**src/rtl/i2c_regslave_pkg.sv**
```systemverilog
// Package: shared types and constants for the register-bank I2C target.
// Assumes 8-bit pointers and 8-bit register data.
package i2c_regslave_pkg;

    // Fixed 7-bit device address the target answers to
    localparam logic [6:0] DEV_ADDR = 7'b1001001;

    // Protocol sequencer states
    typedef enum logic [3:0] {
        ST_IDLE,
        ST_ADDR,
        ST_ADDR_ACK,
        ST_PTR,
        ST_PTR_ACK,
        ST_WDATA,
        ST_WDATA_ACK,
        ST_RDATA,
        ST_RDATA_ACK,
        ST_IGNORE
    } slv_state_e;

endpackage

```
**src/rtl/i2c_bus_sync.sv**
```systemverilog
// Module: two-flop synchronisers for SCL and SDA, plus edge and bus-condition detection.
// Assumes the system clock runs many times faster than SCL, and that SDA changes
// only while SCL is low, except at START and STOP.
module i2c_bus_sync (
    input  logic clk,
    input  logic rst_n,
    input  logic scl_in,
    input  logic sda_in,
    output logic sda_bit,
    output logic scl_rise,
    output logic scl_fall,
    output logic start_det,
    output logic stop_det
);

    logic [1:0] scl_pipe;
    logic [1:0] sda_pipe;
    logic       scl_prev;
    logic       sda_prev;

    // Synchronise both lines and keep their previous synchronised values
    always_ff @(posedge clk) begin
        if (!rst_n) begin
            scl_pipe <= 2'b11;
            sda_pipe <= 2'b11;
            scl_prev <= 1'b1;
            sda_prev <= 1'b1;
        end else begin
            scl_pipe <= {scl_pipe[0], scl_in};
            sda_pipe <= {sda_pipe[0], sda_in};
            scl_prev <= scl_pipe[1];
            sda_prev <= sda_pipe[1];
        end
    end

    assign sda_bit   = sda_pipe[1];
    assign scl_rise  = scl_pipe[1] & ~scl_prev;
    assign scl_fall  = ~scl_pipe[1] & scl_prev;
    assign start_det = scl_pipe[1] & scl_prev & sda_prev & ~sda_pipe[1];
    assign stop_det  = scl_pipe[1] & scl_prev & ~sda_prev & sda_pipe[1];

endmodule

```
**src/rtl/i2c_wr_stage.sv**
```systemverilog
// Module: holds write-burst bytes until STOP, then writes them to the bank one per cycle.
// Assumes no new byte arrives while a drain is running (the bus is far slower than the drain).
module i2c_wr_stage #(
    parameter int DEPTH = 4,
    parameter int AW    = 8,
    parameter int DW    = 8
) (
    input  logic          clk,
    input  logic          rst_n,
    input  logic          push,
    input  logic [DW-1:0] push_data,
    input  logic [AW-1:0] push_addr,
    input  logic          clear,
    input  logic          commit,
    output logic          full,
    output logic          wr_en,
    output logic [AW-1:0] wr_addr,
    output logic [DW-1:0] wr_data
);

    localparam int CW = $clog2(DEPTH + 1);
    localparam int IW = (DEPTH > 1) ? $clog2(DEPTH) : 1;

    logic [DW-1:0] mem [DEPTH];
    logic [CW-1:0] count;
    logic [CW-1:0] idx;
    logic [AW-1:0] base;
    logic          busy;

    // Fill, discard and drain control for the staging buffer
    always_ff @(posedge clk) begin
        if (!rst_n) begin
            count <= '0;
            idx   <= '0;
            base  <= '0;
            busy  <= 1'b0;
        end else if (busy) begin
            idx <= idx + CW'(1);
            if (idx == count - CW'(1)) begin
                busy  <= 1'b0;
                count <= '0;
            end
        end else if (commit && count != '0) begin
            busy <= 1'b1;
            idx  <= '0;
        end else if (clear) begin
            count <= '0;
        end else if (push && !full) begin
            if (count == '0) begin
                base <= push_addr;
            end
            count <= count + CW'(1);
        end
    end

    // Data storage, written only while filling
    always_ff @(posedge clk) begin
        if (!busy && !commit && !clear && push && !full) begin
            mem[count[IW-1:0]] <= push_data;
        end
    end

    assign full    = (count == CW'(DEPTH));
    assign wr_en   = busy;
    assign wr_addr = base + AW'(idx);
    assign wr_data = mem[idx[IW-1:0]];

    AST_STAGE_BOUND: assert property (@(posedge clk) disable iff (!rst_n)
        count <= CW'(DEPTH));
    AST_DRAIN_ASCENDING: assert property (@(posedge clk) disable iff (!rst_n)
        (wr_en && $past(wr_en)) |-> (wr_addr == $past(wr_addr) + AW'(1)));

endmodule

```
**src/rtl/i2c_slave_fsm.sv**
```systemverilog
// Module: byte-level protocol sequencer. It handles address match, pointer load,
// write staging requests, read shifting and ACK/NACK driving.
// Assumes the edge and condition strobes come from i2c_bus_sync, and that rd_data
// is valid in the same cycle as rd_addr.
module i2c_slave_fsm
    import i2c_regslave_pkg::*;
(
    input  logic       clk,
    input  logic       rst_n,
    input  logic       bus_en,
    input  logic       sda_bit,
    input  logic       scl_rise,
    input  logic       scl_fall,
    input  logic       start_det,
    input  logic       stop_det,
    input  logic [7:0] rd_data,
    input  logic       stg_full,
    output logic       sda_oe,
    output logic       rd_en,
    output logic [7:0] ptr,
    output logic       push,
    output logic [7:0] push_data,
    output logic [7:0] push_addr,
    output logic       stg_clear,
    output logic       commit
);

    slv_state_e state;
    logic [3:0] cnt;
    logic [7:0] shreg;
    logic       rw;
    logic       mack;

    // Sequence the transaction one SCL edge at a time
    always_ff @(posedge clk) begin
        push      <= 1'b0;
        rd_en     <= 1'b0;
        commit    <= 1'b0;
        stg_clear <= 1'b0;
        if (!rst_n) begin
            state     <= ST_IDLE;
            cnt       <= '0;
            shreg     <= '0;
            ptr       <= '0;
            sda_oe    <= 1'b0;
            rw        <= 1'b0;
            mack      <= 1'b0;
            push_data <= '0;
            push_addr <= '0;
        end else if (!bus_en) begin
            state  <= ST_IDLE;
            sda_oe <= 1'b0;
        end else if (start_det) begin
            state     <= ST_ADDR;
            cnt       <= '0;
            sda_oe    <= 1'b0;
            stg_clear <= 1'b1;
        end else if (stop_det) begin
            state  <= ST_IDLE;
            sda_oe <= 1'b0;
            commit <= 1'b1;
        end else begin
            unique case (state)
                ST_ADDR, ST_PTR, ST_WDATA: begin
                    if (scl_rise) begin
                        shreg <= {shreg[6:0], sda_bit};
                        cnt   <= cnt + 4'd1;
                    end else if (scl_fall && cnt == 4'd8) begin
                        if (state == ST_ADDR) begin
                            if (shreg[7:1] == DEV_ADDR) begin
                                sda_oe <= 1'b1;
                                rw     <= shreg[0];
                                state  <= ST_ADDR_ACK;
                            end else begin
                                state <= ST_IGNORE;
                            end
                        end else if (state == ST_PTR) begin
                            ptr    <= shreg;
                            sda_oe <= 1'b1;
                            state  <= ST_PTR_ACK;
                        end else if (!stg_full) begin
                            push      <= 1'b1;
                            push_data <= shreg;
                            push_addr <= ptr;
                            ptr       <= ptr + 8'd1;
                            sda_oe    <= 1'b1;
                            state     <= ST_WDATA_ACK;
                        end else begin
                            state <= ST_IGNORE;
                        end
                    end
                end
                ST_ADDR_ACK: begin
                    if (scl_fall) begin
                        cnt <= '0;
                        if (rw) begin
                            shreg  <= rd_data;
                            rd_en  <= 1'b1;
                            ptr    <= ptr + 8'd1;
                            sda_oe <= !rd_data[7];
                            state  <= ST_RDATA;
                        end else begin
                            sda_oe <= 1'b0;
                            state  <= ST_PTR;
                        end
                    end
                end
                ST_PTR_ACK, ST_WDATA_ACK: begin
                    if (scl_fall) begin
                        sda_oe <= 1'b0;
                        cnt    <= '0;
                        state  <= ST_WDATA;
                    end
                end
                ST_RDATA: begin
                    if (scl_fall) begin
                        if (cnt == 4'd7) begin
                            sda_oe <= 1'b0;
                            state  <= ST_RDATA_ACK;
                        end else begin
                            shreg  <= {shreg[6:0], 1'b0};
                            sda_oe <= !shreg[6];
                            cnt    <= cnt + 4'd1;
                        end
                    end
                end
                ST_RDATA_ACK: begin
                    if (scl_rise) begin
                        mack <= !sda_bit;
                    end else if (scl_fall) begin
                        if (mack) begin
                            cnt    <= '0;
                            shreg  <= rd_data;
                            rd_en  <= 1'b1;
                            ptr    <= ptr + 8'd1;
                            sda_oe <= !rd_data[7];
                            state  <= ST_RDATA;
                        end else begin
                            state <= ST_IGNORE;
                        end
                    end
                end
                default: ;
            endcase
        end
    end

    AST_IGNORE_RELEASED: assert property (@(posedge clk) disable iff (!rst_n)
        (state == ST_IGNORE) |-> !sda_oe);
    AST_PUSH_ACKED: assert property (@(posedge clk) disable iff (!rst_n)
        push |-> sda_oe);
    AST_STOP_RELEASE: assert property (@(posedge clk) disable iff (!rst_n)
        stop_det |=> !sda_oe);
    AST_GUARD_SILENT: assert property (@(posedge clk) disable iff (!rst_n)
        !bus_en |=> !sda_oe);

endmodule

```
**src/rtl/i2c_regslave.sv**
```systemverilog
// Module: top of the register-bank I2C target. It ties the line sampler, the sequencer
// and the write staging together, and holds the bus closed for a guard time after standby.
// Assumes rst_n low is standby and that rd_data follows rd_addr combinationally.
module i2c_regslave #(
    parameter int GUARD_CYCLES = 40000,
    parameter int BURST_MAX    = 4
) (
    input  logic       clk,
    input  logic       rst_n,
    input  logic       scl_in,
    input  logic       sda_in,
    output logic       sda_oe,
    output logic [7:0] rd_addr,
    input  logic [7:0] rd_data,
    output logic       rd_en,
    output logic       wr_en,
    output logic [7:0] wr_addr,
    output logic [7:0] wr_data
);

    localparam int GW = $clog2(GUARD_CYCLES + 1);

    logic [GW-1:0] guard_cnt;
    logic          bus_en;
    logic          sda_bit, scl_rise, scl_fall, start_det, stop_det;
    logic          push, stg_clear, commit, stg_full;
    logic [7:0]    push_data, push_addr;

    // Count out the settling window after standby ends
    always_ff @(posedge clk) begin
        if (!rst_n) begin
            guard_cnt <= '0;
        end else if (!bus_en) begin
            guard_cnt <= guard_cnt + GW'(1);
        end
    end

    assign bus_en = (guard_cnt == GW'(GUARD_CYCLES));

    i2c_bus_sync u_sync (
        .clk       (clk),
        .rst_n     (rst_n),
        .scl_in    (scl_in),
        .sda_in    (sda_in),
        .sda_bit   (sda_bit),
        .scl_rise  (scl_rise),
        .scl_fall  (scl_fall),
        .start_det (start_det),
        .stop_det  (stop_det)
    );

    i2c_slave_fsm u_fsm (
        .clk       (clk),
        .rst_n     (rst_n),
        .bus_en    (bus_en),
        .sda_bit   (sda_bit),
        .scl_rise  (scl_rise),
        .scl_fall  (scl_fall),
        .start_det (start_det),
        .stop_det  (stop_det),
        .rd_data   (rd_data),
        .stg_full  (stg_full),
        .sda_oe    (sda_oe),
        .rd_en     (rd_en),
        .ptr       (rd_addr),
        .push      (push),
        .push_data (push_data),
        .push_addr (push_addr),
        .stg_clear (stg_clear),
        .commit    (commit)
    );

    i2c_wr_stage #(
        .DEPTH (BURST_MAX),
        .AW    (8),
        .DW    (8)
    ) u_stage (
        .clk       (clk),
        .rst_n     (rst_n),
        .push      (push),
        .push_data (push_data),
        .push_addr (push_addr),
        .clear     (stg_clear),
        .commit    (commit),
        .full      (stg_full),
        .wr_en     (wr_en),
        .wr_addr   (wr_addr),
        .wr_data   (wr_data)
    );

    AST_NO_WR_IN_GUARD: assert property (@(posedge clk) disable iff (!rst_n)
        !bus_en |-> !wr_en);

endmodule

```
**config.mk**
```make
export PLATFORM = sky130hd
export DESIGN_NAME = i2c_regslave
export DESIGN_NICKNAME = d
export VERILOG_FILES = /design/src/rtl/i2c_regslave_pkg.sv /design/src/rtl/i2c_bus_sync.sv /design/src/rtl/i2c_wr_stage.sv /design/src/rtl/i2c_slave_fsm.sv /design/src/rtl/i2c_regslave.sv
export SDC_FILE = /design/constraint.sdc
export NUM_CORES = 1
export LEC_CHECK = 0
export ABC_AREA = 1
export BUFFER_PORTS_ARGS = -buffer_cell sky130_fd_sc_hd__buf_2
export CAP_MARGIN = 20
export CELL_PAD_IN_SITES_DETAIL_PLACEMENT = 2
export CELL_PAD_IN_SITES_GLOBAL_PLACEMENT = 2
export CORE_ASPECT_RATIO = 1.1
export CORE_MARGIN = 2
export CORE_UTILIZATION = 38
export DETAILED_ROUTE_END_ITERATION = 7
export HOLD_SLACK_MARGIN = 0.12
export PLACE_DENSITY = 0.82
export SLEW_MARGIN = 0
export SYNTH_ARGS = -nofsm -noshare
export SYNTH_HDL_FRONTEND = slang
export SYNTH_SLANG_ARGS = --single-unit
```
**constraint.sdc**
```tcl
create_clock -name clk -period 5.5 [get_ports clk]
set_input_delay 1.1 -clock clk [delete_from_list [all_inputs] [get_ports clk]]
set_output_delay 1.1 -clock clk [all_outputs]
set_load 0.03 [all_outputs]
```
* Word-level counts from Yosys, hierarchy flattened
Memory sizes are Yosys's and may differ from the RTL's. A register that Yosys moved wholly into a read port is not among the register bits.
Index checks and enable logic that the tools add are counted.
** Cells by class
- Add/sub/neg operators :: 7
- Equality and inequality tests :: 48
- Multiplexer cells :: 85
- Bitwise logic cells :: 24
- Reductions and logical operators :: 41
** Operators with widths (count)
- 2-to-1 mux 8 bit :: 18
- 2-to-1 mux 4 bit :: 22
- case mux 8 bit (4 select lines) :: 1
- 2-to-1 mux 1 bit :: 29
- AND reduction 9 bit :: 3
- 2-to-1 mux 3 bit :: 8
- != test 4 x 3 -> 1 bit, second input constant :: 6
- case mux 8 bit (3 select lines) :: 1
- equality test 4 x 3 -> 1 bit, second input constant :: 5
- case mux 4 bit (5 select lines) :: 1
- != test 2 x 1 -> 1 bit, second input constant :: 9
- inverter 1 bit :: 17
- adder 16 x 1 -> 16 bit, second input constant :: 1
- equality test 16 bit, second input constant :: 1
- case mux 4 bit (4 select lines) :: 1
- != test 3 bit, second input constant :: 5
- != test 2 bit, second input constant :: 7
- AND reduction 13 bit :: 1
- != test 4 bit, second input constant :: 3
- AND reduction 12 bit :: 1
- AND reduction 11 bit :: 1
- AND reduction 10 bit :: 1
- AND reduction 5 bit :: 2
- nonzero test 5 bit :: 2
- other kinds (31) :: 59
** Storage, ports and cells
- Register bits :: 84
- Memory bits (writable) :: 32
- Bits of input ports :: 12
- Output and inout bits :: 27
- Word-level logic and storage cells :: 229
- Memories :: 1
** Memories
- u_stage.mem :: words 4, bits a word 8, rd ports 1, clocked after Yosys merged registers in 1, write ports 1, RTL line i2c_wr_stage.sv:24 : logic [DW-1:0] mem [DEPTH];

* Longest topological paths before layout
Gate-level depths: netlist (run 1).
- Depth after elaboration :: 9
- Mapped depth :: 13
- Mapped depth without buffers :: 13

* Hierarchy
From an unflattened synthesis (run 1), not the netlist that was laid out.
** Unflattened totals
- Cell total of the unflattened synthesis :: 874
- Area total of the unflattened synthesis :: 6407.4 sq um
** By module, submodules not included
- i2c_slave_fsm :: instances 1, cells each 456, area an instance 2891.5 sq um, sequential area each 940.9 sq um
- i2c_wr_stage :: instances 1, cells each 216, area an instance 2237.1 sq um, sequential area each 1301.2 sq um
- i2c_regslave :: instances 1, cells each 175, area an instance 1079.8 sq um, sequential area each 320.3 sq um
- i2c_bus_sync :: instances 1, cells each 27, area an instance 198.9 sq um, sequential area each 120.1 sq um

* Worst setup path after synthesis (run 1)
OpenSTA, ideal clock, no wires.
- Kind :: reg2out
- Start point :: register u_stage.idx[0]
- End point :: output wr_addr[6]
- Data arrival time :: 1937 ps
- Data required time :: 4400 ps
- Path slack :: 2463 ps
- Cell stages (with the launch flop) :: 9
- Path buffers :: 0
- Path through :: dfxtp_1 -> ha_1 -> inv_1 -> fa_1 -> nor2_1 -> o21ai_0 -> nor2_1 -> nand2_1 -> xnor2_1
** Between the ends
- Cells in the longest elaborated chain, start to end :: 1
** Ends and longest elaborated chain
- start: declaration :: RTL line i2c_wr_stage.sv:26 : logic [CW-1:0] idx;
- start signal: assignment :: RTL line i2c_wr_stage.sv:38 : idx <= idx + CW'(1);
- adder 8 x 3 -> 8 bit :: RTL line i2c_wr_stage.sv:65 : assign wr_addr = base + AW'(idx);
- end: declaration :: RTL line i2c_regslave.sv:17 : output logic [7:0] wr_addr,
Every way passes these cells.

* Worst setup path in the final report (run 1)
Ends and elaborated chain as after synthesis.

==> metrics.md, run 1 <==
| Metric | Value |
|---|---|
| Final ANT Viol Nets | `0` |
| Hold Crit Class | `reg -> reg` |
| PD cells | `284 nW/um2` |
| Critical Path End Type | `output pin` |
| CTS tree | `done` |
| Diodes inserted | `0` |
| Final Instance Area | `6890 um2` |
| MaxCap Viol Count | `0` |
| Setup Buffers After CTS | `0` |
| Post-synthesis sequential area ratio | `0.448` |
| Final Setup Violations | `0` |
| Inserted Clock Buffers | `17` |
| Yosys warning count | `0` |
| Syn Area/Cell | `7.25 um2` |
| First-pass GRT wire length | `approximately 33000 um` |
| CP Max Fanout | `5` |
| IO Port Bufs | `38` |
| Most frequent cells in the layout | `nor2_1 (176), nand2_1 (162), inv_1 (88)` |
| Die X | `~120 um` |
| Drt first pass iters | `4` |
| Cell Area, Placed | `6360 um2` |
| Routed wire per std cell | `slightly below 20 um` |
| Synth async-reset ratio | `0` |
| GRT overflow | `0` |
| Final hold vios | `0` |
| Crit path launch type | `register` |
| Initial antenna violation count | `0` |
| Post-cts resize count | `0` |
| Tcrit/Tclk final | `0.651` |
| Detailed Place HPWL | `14900 um` |
| Max clock buf depth | `2` |
| CP delay by family, top | `adder cells` |
| WL final | `between 20000 and 25000 um` |
| H-tree Lvls | `4` |
| Netlist cell types | `35` |
| Clock Skew | `8.81 ps` |
| Clock transition at path regs | `60 ps` |
| Most repeated library cell on the critical path | `nor2_1` |
| Fin crit period | `3580 ps` |
| Ports | `39` |
| Die area | `16800 um2` |
| Critical Path Slowest Stage Cell | `fa_1` |
| Hold-fix buffers, CTS | `0` |
| Core area | `15600 um2` |
| Critical path class | `reg -> out` |
| DR iter-0 viols | `roughly 280` |
| Synth-to-Final Area Change | `15.0%` |
| Worst slew pin tran | `~950 ps` |
| TNS Setup | `0 ps` |
| Worst-path cell chain | `ha_1 > inv_1 > fa_1 > nor2_1 > o21ai_0 > nor2_1 > nand2_1 > xnor2_1 > buf_2` |
| Critical Path RT | `4400 ps` |
| Layout Nets | `895` |
| Non-filler cells, final | `1081` |
| Data arrival time of the critical path | `2480 ps` |
| Mapped Area | `5990 um2` |
| Final Max Tran Viols | `0` |
| Slew HR | `0.365` |
| Peak supply drop | `between 0.00015 and 0.0002 V` |
| Largest net degree at the start of global routing | `63` |
| Number of global-route vias before repair | `between 6000 and 7000` |
| Fmax | `0.279 GHz` |
| Skew-Pair Late Insertion Delay | `430 ps` |
| TritonCTS Sinks | `118` |
| Tot GR Track Use | `0.259` |
| Status | `complete, no violations` |
| Die Y | `136 um` |
| P_leak | `2.93 nW` |
| Commonest non-fill, non-tap cell in the layout | `nor2_1` |
| Clock Tree Root | `clkbuf_16` |
| Syn_nets | `854` |
| DRC viols | `0` |
| Primary FF master, synth | `dfxtp_1` |
| Placer Congestion | `0.861` |
| Share of layout cells above drive strength 1 | `0.114` |
| Crit-path max cell delay | `450 ps` |
| Hold Slack | `between 400 and 500 ps` |
| Final Util | `0.443` |
| Post-synthesis cell count | `between 800 and 900` |
| Vias | `5746` |
| EDFF count, synth | `32` |
| Vias per Instance | `5.32` |
| Num rows | `between 40 and 50` |
| Starting Density | `0.385` |
| Post-synthesis register bit count | `118` |
| Inst Count DP | `approximately 1000` |
| Buf/Inv on CP | `2` |
| RSZ-0062 raised after global routing | `no` |
-- kinds of logic after synthesis --
logic type      synth area share
simple gates               0.315
buf+inv                   0.0718
fa+ha+maj                 0.0326
flops                      0.448
compound gates             0.110
xor+xnor                  0.0234
-- layer usage --
metal	vias to the layer above	routed length [um]	track usage
li1	2756	-	-
met1	2883	8620	0.286
met2	74	11200	0.479
met3	33	478	0.0501
met4	0	512	0.103
met5	-	0	0
-- worst paths after layout --
| path | slack (ps) | endpoint | start | cells after the start |
|---|---|---|---|---|
| setup reg to reg | 2790 | u_fsm.push_data[5] | u_stage.count[0] | 11 |
| hold / removal | 420 | u_sync.scl_pipe[1] | u_sync.scl_pipe[0] | 1 |
| hold reg to reg | 420 | u_sync.scl_pipe[1] | u_sync.scl_pipe[0] | 1 |
| setup / recovery | 1920 | wr_addr[6] | u_stage.idx[0] | 9 |
-- per-stage QoR --
step	power, mW	setup slack [ps]
3_5_place_dp	0.956	2390
2_1_floorplan	0.940	2460
3_3_place_gp	0.952	2510
4_1_cts	1.97	1920
5_1_grt	2.02	1750
6_report	1.96	1920
-- report_power, final --
part	internal (mW)	switching, mW
combinational	0.0131	0.0308
sequential	0.891	0.00300
clock	0.575	0.445
-- flip-flops by register name (all words and copies together) (netlist names), 2 cells and up, named ones only --
signal,flops
u_fsm.push_data,8
u_fsm.state,4
u_sync.scl_pipe,2
u_fsm.cnt,4
u_sync.sda_pipe,2
guard_cnt,16
u_fsm.shreg,8
u_stage.mem,32
u_fsm.ptr,8
u_fsm.push_addr,8
u_stage.idx,3
u_stage.count,3
u_stage.base,8
-- layout make-up --
class                   instances  area [um2]
clock buffers                  17         425
clock inverters                15         108
fillers                      1847        8660
inverters                      93         349
multi-input cells             599        2880
flip-flops and latches        118        2680
well taps                     200         250
repair buffers                 39         198
-- cell usage after synthesis, types with 2 or more instances --
cell	count	area share
nand4_1	7	0.0073
o22ai_1	8	0.0084
nor4_1	4	0.0042
a21oi_1	33	0.028
nor3_1	15	0.013
buf_1	2	0.0013
o21ai_0	75	0.063
edfxtp_1	32	0.16
nor2_2	4	0.0042
or2_2	5	0.0052
nor2_4	2	0.0038
xnor2_1	7	0.010
buf_2	2	0.0017
nor2_1	176	0.11
inv_2	5	0.0031
nand2_1	162	0.10
nand3_2	2	0.0033
dfxtp_1	86	0.29
clkbuf_1	11	0.0069
inv_1	88	0.055
buf_6	2	0.0038
nand3_1	49	0.041
xor2_1	9	0.013
o211ai_1	2	0.0025
nand2_2	8	0.0084
nand3b_1	9	0.011
ha_1	14	0.029
-- worst reg2reg max path, stage by stage, from the launching register on --
cell     delay [ps]
dfxtp_1         440
inv_1           140
ha_1            270
nand2_1         240
inv_1            90
a21oi_1         390
nand2_1         110
nor2_1          140
nand2_2         220
inv_2           340
nor2_1           90
nor2_1          150
Power figures use the tool's default switching activity.
==> inputs of run 2 (changes only) <==
--- a/config.mk
+++ b/config.mk
@@ -12,10 +12,10 @@
 export CELL_PAD_IN_SITES_GLOBAL_PLACEMENT = 2
 export CORE_ASPECT_RATIO = 1.1
 export CORE_MARGIN = 2
-export CORE_UTILIZATION = 38
+export CORE_UTILIZATION = 35
 export DETAILED_ROUTE_END_ITERATION = 7
 export HOLD_SLACK_MARGIN = 0.12
-export PLACE_DENSITY = 0.82
+export PLACE_DENSITY = 0.76
 export SLEW_MARGIN = 0
 export SYNTH_ARGS = -nofsm -noshare
 export SYNTH_HDL_FRONTEND = slang
==> constraint.sdc (replaced) <==
create_clock -name clk -period 3.68 [get_ports clk]
set_input_delay 0.736 -clock clk [delete_from_list [all_inputs] [get_ports clk]]
set_output_delay 0.736 -clock clk [all_outputs]
set_load 0.03 [all_outputs]
==> metrics.md, run 2 (synthesis results as in run 1) <==
| Metric | Value |
|---|---|
| Status | `complete, no violations (unchanged)` |
| Vias | `5563 (was 5746)` |
| Cell Area, Placed | `6380 um2 (was 6360 um2)` |
| Crit path launch type | `register (unchanged)` |
| Clock Tree Root | `clkbuf_16 (unchanged)` |
| CTS tree | `done (unchanged)` |
| DR iter-0 viols | `135 (was 284)` |
| Tcrit/Tclk final | `0.848` |
| GR Util met3 | `0.0471 (was 0.0501)` |
| Reg2reg end | `u_fsm.push_data[4] (was u_fsm.push_data[5])` |
| RSZ-0062 raised after global routing | `no (unchanged)` |
| Place WS | `966 ps (was 2390 ps)` |
| First-pass GRT wire length | `31600 um (was 33100 um)` |
| Final Setup Violations | `0 (unchanged)` |
| Peak supply drop | `0.000329 V (was 0.000183 V)` |
| Worst Hold Launch | `u_sync.scl_pipe[0] (unchanged)` |
| Detailed Place HPWL | `14300 um (was 14900 um)` |
| Slew HR | `0.421 (was 0.365)` |
| Final worst setup slack | `559 ps (was 1920 ps)` |
| Num rows | `50 (was 48)` |
| Final hold vios | `0 (unchanged)` |
| IO Port Bufs | `38 (unchanged)` |
| Critical Path End Type | `output pin (unchanged)` |
| Drt first pass iters | `4 (unchanged)` |
| Met2 Usage GRT | `0.423 (was 0.479)` |
| Share of layout cells above drive strength 1 | `0.112 (was 0.114)` |
| Met1 GRT Util | `0.248 (was 0.286)` |
| Final Max Tran Viols | `0 (unchanged)` |
| Routed wire per std cell | `17.5 um (was 19.2 um)` |
| Number of global-route vias before repair | `6194 (was 6332)` |
| P_leak | `2.95 nW (was 2.93 nW)` |
| Data arrival time of the critical path | `2380 ps (was 2480 ps)` |
| Final ANT Viol Nets | `0 (unchanged)` |
| Worst Reg-to-Reg Cells | `11 (unchanged)` |
| Starting Density | `0.355 (was 0.385)` |
| Tot GR Track Use | `0.223 (was 0.259)` |
| Endpoint, Worst Hold | `u_sync.scl_pipe[1] (unchanged)` |
| Worst slew pin tran | `866 ps (was 949 ps)` |
| H-tree Lvls | `4 (unchanged)` |
| DRC viols | `0 (unchanged)` |
| Die Y | `141 um (was 136 um)` |
| Max clock buf depth | `2 (unchanged)` |
| MaxCap Viol Count | `0 (unchanged)` |
| Hold-fix buffers, CTS | `0 (unchanged)` |
| Non-filler cells, final | `1090 (was 1081)` |
| Final Instance Area | `6960 um2 (was 6890 um2)` |
| Commonest non-fill, non-tap cell in the layout | `nor2_1 (unchanged)` |
| Die area | `18200 um2 (was 16800 um2)` |
| Inserted Clock Buffers | `17 (unchanged)` |
| Skew-Pair Late Insertion Delay | `430 ps (about the same)` |
| Fin crit period | `3120 ps` |
| R2r startpoint | `u_stage.count[0] (unchanged)` |
| Core area | `16900 um2 (was 15600 um2)` |
| Placer Congestion | `0.834 (was 0.861)` |
| Critical Path RT | `2940 ps (was 4400 ps)` |
| TritonCTS Sinks | `118 (unchanged)` |
| Diodes inserted | `0 (unchanged)` |
| Clock transition at path regs | `60 ps (about the same)` |
| Fmax | `between 0.3 and 0.4 GHz` |
| Most frequent cells in the layout | `nor2_1 (176), nand2_1 (162), inv_1 (88) (unchanged)` |
| Hold Crit Class | `reg -> reg (unchanged)` |
| Synth-to-Final Area Change | `16.1% (was 15.0%)` |
| Inst Count DP | `1058 (was 1049)` |
| Busiest grt layer | `met2 (unchanged)` |
| GRT overflow | `0 (unchanged)` |
| Vias per Instance | `5.10 (was 5.32)` |
| Critical path class | `reg -> out (unchanged)` |
| Post-cts resize count | `0 (unchanged)` |
| Number of flip-flops under the largest register name | `32 (unchanged)` |
| Largest net degree at the start of global routing | `62 (was 63)` |
| WL final | `19000 um (was 20800 um)` |
| TNS Setup | `0 ps (unchanged)` |
| Clock Skew | `10.5 ps (was 8.81 ps)` |
| CP Max Fanout | `5 (unchanged)` |
| Setup Buffers After CTS | `0 (unchanged)` |
| Total power | `3.05 mW (was 1.96 mW)` |
| Worst reg-to-reg setup slack | `1310 ps (was 2790 ps)` |
| PD cells | `438 nW/um2 (was 284 nW/um2)` |
| Initial antenna violation count | `0 (unchanged)` |
| Ports | `39 (unchanged)` |
| Die X | `129 um (was 124 um)` |
| Layout Nets | `896 (was 895)` |
| Hold Path Depth | `1 (unchanged)` |
## run 2: changes by cell type in the layout (fill, tap and decap cells not counted), sizes merged
cell,before,now
clkinv,9,4
bufinv,0,2
inv,95,97
buf,39,40
clkinvlp,4,5
## run 2: report_power, final
group	internal, mW	switching, mW
Combinational	0.0202	0.0437
Clock	0.997	0.650
Sequential	1.33	0.00440
Total	2.35	0.698
## run 2: how the worst max path moves through the flow
| stage | endpoint | start | cells after the start |
|---|---|---|---|
| floorplan | wr_addr[6] | u_stage.idx[0] | 8 |
| global placement | wr_addr[6] | u_stage.idx[0] | 9 |
| detailed placement | wr_addr[6] | u_stage.idx[0] | 9 |
| CTS | wr_addr[6] | u_stage.idx[0] | 9 |
| global route | wr_addr[6] | u_stage.idx[0] | 9 |
| finish | wr_addr[6] | u_stage.idx[0] | 9 |
## run 2: area by class of cell
class,count,area (um2)
multi-input combinational,599,2880
tap,208,260
clock buffer,17,425
clock inverter,15,154
timing repair buffer,40,205
sequential,118,2680
inverter,93,349
fill,2020,9940
## run 2: worst max-delay path, stage by stage (launching register included)
cell	delay, ps
dfxtp_1	410
ha_1	220
inv_1	70
fa_1	460
nor2_1	120
o21ai_0	120
nor2_1	110
nand2_1	80
xnor2_1	150
buf_2	220
## run 2: per-stage QoR
step | utilization | hold slack [ps]
CTS | 0.412 | 416
global placement | 0.377 | 396
floorplan | - | 393
finish | 0.412 | 412
global route | 0.412 | 435
detailed placement | 0.377 | 403
## run 2: layer usage
metal  part of all wire  wire, um  vias to the layer above
met5                  0         0                        -
met2               0.55     10400                       53
met1               0.42      7930                     2727
li1                   -         -                     2759
met3              0.022       426                       24
met4              0.015       289                        0
==> inputs of run 3 (changes only) <==
==> constraint.sdc (replaced) <==
create_clock -name clk -period 2.9 [get_ports clk]
set_input_delay 0.58 -clock clk [delete_from_list [all_inputs] [get_ports clk]]
set_output_delay 0.58 -clock clk [all_outputs]
set_load 0.03 [all_outputs]
==> metrics.md, run 3 (synthesis results as in run 1) <==
| Metric | Value |
|---|---|
| P_leak | `3.02 nW (was 2.95 nW)` |
| Die X | `129 um (unchanged)` |
| First-pass GRT wire length | `32900 um (was 31600 um)` |
| Area of the multi-input gates | `2910 um2 (was 2880 um2)` |
| MaxCap Viol Count | `0 (unchanged)` |
| Critical Path RT | `2320 ps (was 2940 ps)` |
| Critical Path End Type | `output pin (unchanged)` |
| Critical path class | `reg -> out (unchanged)` |
| Fin crit period | `2800 ps` |
| Commonest non-fill, non-tap cell in the layout | `nor2_1 (unchanged)` |
| Internal Dissipation | `3.08 mW (was 2.35 mW)` |
| Final Setup Violations | `0 (unchanged)` |
| Max clock buf depth | `2 (unchanged)` |
| Critical Path Slowest Stage Cell | `dfxtp_4 (was fa_1)` |
| Largest net degree at the start of global routing | `62 (unchanged)` |
| Final ANT Viol Nets | `0 (unchanged)` |
| P_sw | `0.922 mW (was 0.698 mW)` |
| Initial antenna violation count | `0 (unchanged)` |
| Flop pwr share | `0.423 (was 0.438)` |
| Slew HR | `0.580 (was 0.421)` |
| Drt first pass iters | `4 (unchanged)` |
| RSZ-0062 raised after global routing | `no (unchanged)` |
| Skew-Pair Late Insertion Delay | `430 ps (about the same)` |
| Hold Crit Class | `in -> reg (was reg -> reg)` |
| Share of layout cells above drive strength 1 | `0.130 (was 0.112)` |
| Ports | `39 (unchanged)` |
| Hold Slack | `334 ps (was 412 ps)` |
| Worst slew pin tran | `630 ps (was 866 ps)` |
| GRT overflow | `0 (unchanged)` |
| Most frequent cells in the layout | `nor2_1 (175), nand2_1 (161), inv_1 (88) (was nor2_1 (176), nand2_1 (162), inv_1 (88))` |
| CTS tree | `done (unchanged)` |
| Layout Nets | `902 (was 896)` |
| Final Instance Area | `7080 um2 (was 6960 um2)` |
| Data arrival time of the critical path | `2220 ps (was 2380 ps)` |
| Tcrit/Tclk final | `0.966` |
| Crit path from | `u_stage.idx[0] (unchanged)` |
| Clock transition at path regs | `60 ps (about the same)` |
| Worst-path cell chain | `ha_2 > inv_1 > fa_2 > nor2_4 > o21ai_2 > nor2_1 > nand2_2 > xnor2_2 > buf_6 (was ha_1 > inv_1 > fa_1 > nor2_1 > o21ai_0 > nor2_1 > nand2_1 > xnor2_1 > buf_2)` |
| Placer Congestion | `0.827 (was 0.834)` |
| Vias | `5720 (was 5563)` |
| Tot GR Track Use | `0.234 (was 0.223)` |
| Register area | `2690 um2 (was 2680 um2)` |
| Core area | `16900 um2 (unchanged)` |
| TritonCTS Sinks | `118 (unchanged)` |
| Layout fillers | `1978 (was 2020)` |
| Number of flip-flops under the largest register name | `32 (unchanged)` |
| DRC viols | `0 (unchanged)` |
| Detailed Place HPWL | `14300 um (about the same)` |
| Vias per Instance | `5.22 (was 5.10)` |
| Peak supply drop | `0.000425 V (was 0.000329 V)` |
| Final Max Tran Viols | `0 (unchanged)` |
| Crit path launch type | `register (unchanged)` |
| CP Max Fanout | `5 (unchanged)` |
| PD cells | `566 nW/um2 (was 438 nW/um2)` |
| Die area | `18200 um2 (unchanged)` |
| Die Y | `141 um (unchanged)` |
| IO Port Bufs | `38 (unchanged)` |
| Combinational share of power | `0.021 (about the same)` |
| WL final | `20400 um (was 19000 um)` |
| H-tree Lvls | `4 (unchanged)` |
| Clock power frac | `0.557 (was 0.541)` |
| Inserted Clock Buffers | `17 (unchanged)` |
| Clock Skew | `8.56 ps (was 10.5 ps)` |
| Final hold vios | `0 (unchanged)` |
| Starting Density | `0.355 (unchanged)` |
| Status | `complete, no violations (unchanged)` |
| Switching share of power | `0.230 (was 0.229)` |
| Synth-to-Final Area Change | `18.1% (was 16.1%)` |
| Num rows | `50 (unchanged)` |
| Routed wire per std cell | `18.6 um (was 17.5 um)` |
| Final Util | `0.419 (was 0.412)` |
| Fmax | `~0.36 GHz` |
| TNS Setup | `0 ps (unchanged)` |
| Worst Hold Launch | `sda_in (was u_sync.scl_pipe[0])` |
| DR iter-0 viols | `291 (was 135)` |
| Diodes inserted | `0 (unchanged)` |
| Number of global-route vias before repair | `6265 (was 6194)` |
| Crit-path max cell delay | `380 ps (was 460 ps)` |
| R2r startpoint | `u_stage.count[0] (unchanged)` |
| Clock Tree Root | `clkbuf_16 (unchanged)` |
| Cell Area, Placed | `6410 um2 (was 6380 um2)` |
[run 3: cell types whose count changed in the layout (fill, tap and decap cells not counted), moves of 2 or more]
cell	delta
buf_4	+6
clkinv_1	-2
clkinv_4	+3
clkinvlp_4	-5
[run 3: worst paths after layout]
path                              to  slack [ps]  cells past startpoint
setup / recovery          wr_addr[6]         100                      9
hold reg to reg   u_sync.scl_pipe[1]         410                      1
setup reg to reg  u_fsm.push_data[3]         430                     11
hold / removal    u_sync.sda_pipe[0]         330                      2
[run 3: what timing repair did]
item                                    in CTS  in global routing
setup buffers                                0                  1
pin swaps                                    0                  3
resized for setup                            6                  7
endpoints found under the setup margin       1                  2
hold buffers                                 0                  0
[run 3: final cells by class]
type,count,share of cell area
Clock buffer,17,0.0601
Clock inverter,15,0.0269
Inverter,93,0.0493
Multi-Input combinational cell,599,0.411
Sequential cell,118,0.380
Tap cell,208,0.0368
Timing Repair Buffer,46,0.0362
[run 3: per-stage QoR]
step | setup WS (ps) | instances | total power [mW]
4_1_cts | 8.98 | 1095 | 4.05
2_1_floorplan | 383 | 827 | 1.78
6_report | 100 | 1096 | 4.01
3_3_place_gp | 481 | 1063 | 1.81
3_5_place_dp | 318 | 1063 | 1.81
5_1_grt | 10.1 | 1096 | 4.14
[run 3: power groups by stage]
stage          clock, mW  combinational, mW  sequential (mW)
2_1_floorplan          0             0.0531             1.73
3_5_place_dp           0             0.0811             1.73
6_report            2.23             0.0827             1.69
4_1_cts             2.28             0.0833             1.69
3_3_place_gp           0             0.0781             1.73
5_1_grt             2.35             0.0936             1.69
[run 3: metal layers]
metal  routed length [um]  GRT usage  vias to the layer above
met5                    0          0                        -
met4                  454     0.0778                        0
met3                  436     0.0440                       39
met2                11100      0.447                       72
met1                 8430      0.255                     2835
li1                     -          -                     2774
[run 3: critical path: cells and delay by family, from the launching register on]
kind	cells	cell delay, ps
adders and majority gates	2	550
DFF	1	380
and+or+nand+nor	3	360
buffers and inverters	2	220
xor gates and xnor gates	1	210
AOI/OAI and AO/OA	1	70
